--- config.mk ---
export PLATFORM = sky130hd
export DESIGN_NAME = xint_ctrl
export DESIGN_NICKNAME = d
export VERILOG_FILES = /design/src/rtl/xint_ctrl.sv
export SDC_FILE = /design/constraint.sdc
export NUM_CORES = 1
export LEC_CHECK = 0
export BUFFER_PORTS_ARGS = -buffer_cell sky130_fd_sc_hd__buf_2
export CAP_MARGIN = 20
export CELL_PAD_IN_SITES_DETAIL_PLACEMENT = 2
export CELL_PAD_IN_SITES_GLOBAL_PLACEMENT = 2
export CORE_ASPECT_RATIO = 0.75
export CORE_MARGIN = 4
export CORE_UTILIZATION = 39
export DETAILED_ROUTE_END_ITERATION = 10
export GPL_TIMING_DRIVEN = 0
export PLACE_DENSITY_LB_ADDON = 0.25
export SYNTH_ARGS = -nofsm -noshare
export SYNTH_HDL_FRONTEND = slang
export SYNTH_SLANG_ARGS = --single-unit
export TNS_END_PERCENT = 50
--- constraint.sdc ---
create_clock -name clk -period 5.5 [get_ports clk]
set_input_delay 0.55 -clock clk [delete_from_list [all_inputs] [get_ports clk]]
set_output_delay 0.55 -clock clk [all_outputs]
set_load 0.03 [all_outputs]
--- src/rtl/xint_ctrl.sv ---
module xint_ctrl #(
  parameter int NPIN = 8,
  parameter int MIX_DED = 3,
  parameter logic [MIX_DED-1:0] MIX_TAIL = 3'b010
) (
  input  logic            clk,
  input  logic            rst,
  input  logic [NPIN-1:0] irq_n,
  input  logic            nmi_n,
  input  logic            mode_we,
  input  logic [1:0]      mode_wdata,
  input  logic            sens_we,
  input  logic [NPIN-1:0] sens_wdata,
  input  logic            ack,
  output logic            req_valid,
  output logic [NPIN-1:0] req_vector,
  output logic            req_nmi
);
  localparam int VB = NPIN - MIX_DED;
  localparam int IW = $clog2(NPIN);

  logic [NPIN:0]   s1, s2, s3;
  logic [1:0]      mode;
  logic [NPIN-1:0] sens, pend, ded_en, ded_req, fall, clr_mask, vvec;
  logic            nmi_pend, req_ded, top_hit, vreq, ack_fire;
  logic [IW-1:0]   top_idx, cur_idx;

  wire is_exp = (mode == 2'b01);
  wire is_mix = (mode == 2'b10);

  always_ff @(posedge clk) begin
    if (rst) begin
      s1 <= '1;
      s2 <= '1;
      s3 <= '1;
    end else begin
      s1 <= {nmi_n, irq_n};
      s2 <= s1;
      s3 <= s2;
    end
  end

  assign fall     = s3[NPIN-1:0] & ~s2[NPIN-1:0];
  assign ack_fire = ack & req_valid;
  assign clr_mask = (ack_fire && req_ded) ? (NPIN'(1) << cur_idx) : '0;

  for (genvar i = 0; i < NPIN; i++) begin : g_pin
    assign ded_en[i]  = is_exp ? 1'b0 : (is_mix ? ((i >= VB) ? 1'b1 : 1'b0) : 1'b1);
    assign ded_req[i] = ded_en[i] & (sens[i] ? pend[i] : ~s2[i]);
  end

  always_comb begin
    top_hit = 1'b0;
    top_idx = '0;
    for (int i = 0; i < NPIN; i++) begin
      if (ded_req[i]) begin
        top_hit = 1'b1;
        top_idx = IW'(i);
      end
    end
  end

  always_comb begin
    vreq = 1'b0;
    vvec = '0;
    if (is_exp) begin
      vreq = ~&s2[NPIN-1:0];
      vvec = ~s2[NPIN-1:0];
    end else if (is_mix) begin
      vreq = ~&s2[VB-1:0];
      vvec = {~s2[VB-1:0], MIX_TAIL};
    end
  end

  always_ff @(posedge clk) begin
    if (rst) begin
      mode     <= 2'b00;
      sens     <= '0;
      pend     <= '0;
      nmi_pend <= 1'b0;
    end else begin
      if (mode_we) mode <= mode_wdata;
      if (sens_we) sens <= sens_wdata;
      pend     <= (pend & ~clr_mask) | (fall & sens & ded_en);
      nmi_pend <= (nmi_pend & ~(ack_fire & req_nmi)) | (s3[NPIN] & ~s2[NPIN]);
    end
  end

  always_ff @(posedge clk) begin
    if (rst) begin
      req_valid  <= 1'b0;
      req_vector <= '0;
      req_nmi    <= 1'b0;
      req_ded    <= 1'b0;
      cur_idx    <= '0;
    end else if (ack_fire) begin
      req_valid <= 1'b0;
    end else if (!req_valid && (nmi_pend || top_hit || vreq)) begin
      req_valid  <= 1'b1;
      req_nmi    <= nmi_pend;
      req_ded    <= !nmi_pend && top_hit;
      cur_idx    <= top_idx;
      req_vector <= nmi_pend ? '0 : (top_hit ? NPIN'(top_idx) : vvec);
    end
  end
endmodule


==> metrics list <==
* Number of vias per cell after detailed routing: between 5 and 6
- Sequential cell area fraction in the yosys report: 0.457
* Unique cell type count in the Yosys netlist: 59
- TritonCTS built the clock tree.
- Fin util: 0.489
- Ranked by total cell area, the synthesized netlist is headed by dfxtp_1 46%, or2_2 6.7%, mux2i_1 4.2%, a21oi_1 3.0%, nor2_1 2.9%.
* Aggregate routed wire length: 8300 um
- Syn nets: a little under 300
- Max clock buf depth: 2
- The first global-routing pass estimated approximately 14000 um of wire.
- RSZ-0062 raised after global routing: false
- Once the clock tree was built, the setup fixing pass inserted 0 buffers.
- The total area inside the core boundary comes to between 6000 and 7000 um2.
- In this run, synthesis produced a sequential element count of 60.
- Power per Cell Area: 373 nW/um2
- Yosys mapped a number of flops with a built-in enable equal to 0.
- Starting density of the core: 0.410
- Cell chosen for the clock root: clkbuf_8
* Setup CP Type: reg -> reg
- Arrival @ worst endpoint: 2.87 ns
- Clock input transition at the sequential cells of the worst setup and hold paths: 0.08 ns
- In the finished design, the share of the clock period the worst path needs comes to 0.478.
* Worst setup slack before clock tree synthesis: between 3 and 4 ns
- For this run, the number of Yosys warnings is 0.
- Max-Slew Margin vs Limit: 0.394
- The later pin in the worst-skew pair is clocked with a latency of about 0.35 ns.
- Required time worst endpoint: 5.74 ns
- At the end of the flow, the number of nets in the layout was around 340.
- In this run the count of I/O pins placed on the die edge is 34.
- The smallest clock period supported by the final layout is computed as 2.63 ns.
- For this run, the top clock speed supported by timing is around 0.38 GHz.
* Count of clock tree sinks: 60
* Die height: 79.1 um
- Setup violations remaining at the end of the flow were counted as 0.
- Most frequent cell after synthesis: dfxtp_1
- Across all layers, the routed design uses approximately 2.3k vias.
* Cells resized by post-CTS repair: 0
- Global routing finished with a remaining overflow of 0.
* Leakage power figure: 0.00124 uW
* Horizontal extent of the die: 103 um
* Initial antenna violation count: 0
- The max-slew violation total from the final report came to 0.
* Ranking of synthesized cells by instance count: 60 x dfxtp_1, 28 x or2_2, 20 x nor2_1
- Max-cap violation count: 0
- Async S/R FF share, synth: 0
* Type of origin of the critical path: flop
- Entering global routing, the biggest net connects 13 pins.
- Capturing element type of the critical path: flop
- The congestion estimate from routability-driven global placement came to between 0.7 and 0.8.
- Final hold vios: 0
* Routed length per instance: between 20 and 25 um
- In the final layout, the share of cells above drive strength 1 is 0.294.
* Run status: completed
* Share of the synthesized area in the top cell type: 0.457
* First-pass detailed-route iteration total: 4
- Syn Std Cell Area: ~2600 um2
- Number of buffers inserted for hold repair after clock tree synthesis: 0
- In this run the core area contains 25 standard-cell rows.
* Most area-hungry cell type in the Yosys netlist: dfxtp_1
- Final setup skew: about 0.0096 ns
- Sum of negative setup slack: 0 ns
* CTS Buf Count: 9
- Antenna Violating Nets Remaining: 0
- The H-tree was split into 3 levels.
- After layout, the worst setup slack is around 2.9 ns.
- VDD sags by at most 0.141 mV.
* Tot GR Track Use: 0.223
* Slew at the pin closest to its max-slew limit: around 0.89 ns
- In this run, the number of DRC markers left after iteration 0 of detailed routing was 100.
* Number of inserted diodes: 0
- Placed Cells: 381
- Area delta synth->final: 19.2%
* Post-detail-place hpwl: around 5700 um
- The most used flip-flop cell after synthesis is dfxtp_1.
- Number of remaining DRC errors: 0
- Number of I/O port buffers: 31
- Final instance count without filler cells: about 400
- Classification of the worst-slack hold path: in -> reg
* Cells after synthesis: between 200 and 300
* Max Fanout on Critical Path: 10
- Via count of the first global-routing pass: between 2k and 3k
- The floorplan step defined a die boundary enclosing between 8000 and 9000 um2.
- Average footprint of a synthesized cell: about 9.8 um2
## layer usage
metal,share of wire,global-route usage,vias to the layer above
li1,-,-,1042
met1,0.43,0.270,1133
met2,0.50,0.383,58
met3,0.044,0.0518,18
met4,0.021,0.0815,0
met5,0,0,-
## cell type report
cell class	instances	area, um2
Buffer	15	65.1
Clock buffer	9	124
Clock inverter	7	124
Fill cell	698	3280
Inverter	18	67.6
Multi-Input combinational cell	176	1290
Sequential cell	60	1200
Tap cell	81	101
Timing Repair Buffer	31	155
## through the flow
step                area [um2]  hold slack [ns]  power, uW
CTS                       3130            0.368       1180
detailed placement        2890            0.399        672
global placement          2890            0.392        665
finish                    3130            0.382       1170
floorplan                 2630            0.389        616
global route              3130            0.368       1220
## flip-flops by register name, indices dropped and copies added, names as in the netlist
name,flops
req_vector,8
cur_idx,3
nmi_pend,1
req_valid,1
req_ded,1
s2,9
mode,2
s1,9
s3,9
req_nmi,1
pend,8
sens,8
## logic make-up after synthesis
kind of cell    count (synthesis)  synth area share
compound gates                 67             0.223
fa+ha+maj                       2           0.00952
buf+inv                        33            0.0504
flops                          60             0.457
mux                            11            0.0419
simple gates                   96             0.218
## where the power goes
group          leakage (uW)  internal (uW)  switching (uW)
logic              0.000622           71.1             117
registers          0.000493            459            23.1
clock network      0.000120            304             194
total               0.00124            834             334
## worst paths after layout
| kind | to | from | slack [ns] | cells past startpoint |
|---|---|---|---|---|
| setup / recovery | cur_idx[0] | mode[0] | 2.87 | 7 |
| setup reg to reg | cur_idx[0] | mode[0] | 2.87 | 7 |
| hold reg to reg | s2[8] | s1[8] | 0.42 | 1 |
| hold / removal | s1[5] | irq_n[5] | 0.38 | 2 |
## critical path: stages (launching register included)
cell and delay [ns]:
dfxtp_1 0.37, inv_1 0.06, ha_1 0.28, clkbuf_1 0.52, inv_1 0.08, a2111oi_0 0.78
nor3_1 0.15, a221oi_2 0.29
## cell usage in the layout, fill, tap and decap left out, types with 2 or more instances in the layout
master     instances
buf_2             32
a31oi_1            4
nor2_1            20
a221oi_2           2
ha_1               2
and2b_1            5
a211o_1            2
o21ai_0            9
o32ai_1            6
nand4bb_1          2
clkbuf_1          12
a2111oi_0          2
clkbuf_8           9
nand2b_1           2
bufinv_16          3
nand3_1            4
nand4_1            3
nor2b_1            5
clkinv_4           2
o31ai_1            2
mux2i_1           11
a2111oi_4          2
nand2_1           10
a21o_1             2
or2_2             28
nand4b_1           6
inv_1             18
dfxtp_1           60
a21oi_1           16
(Power assumes the default switching activity.)
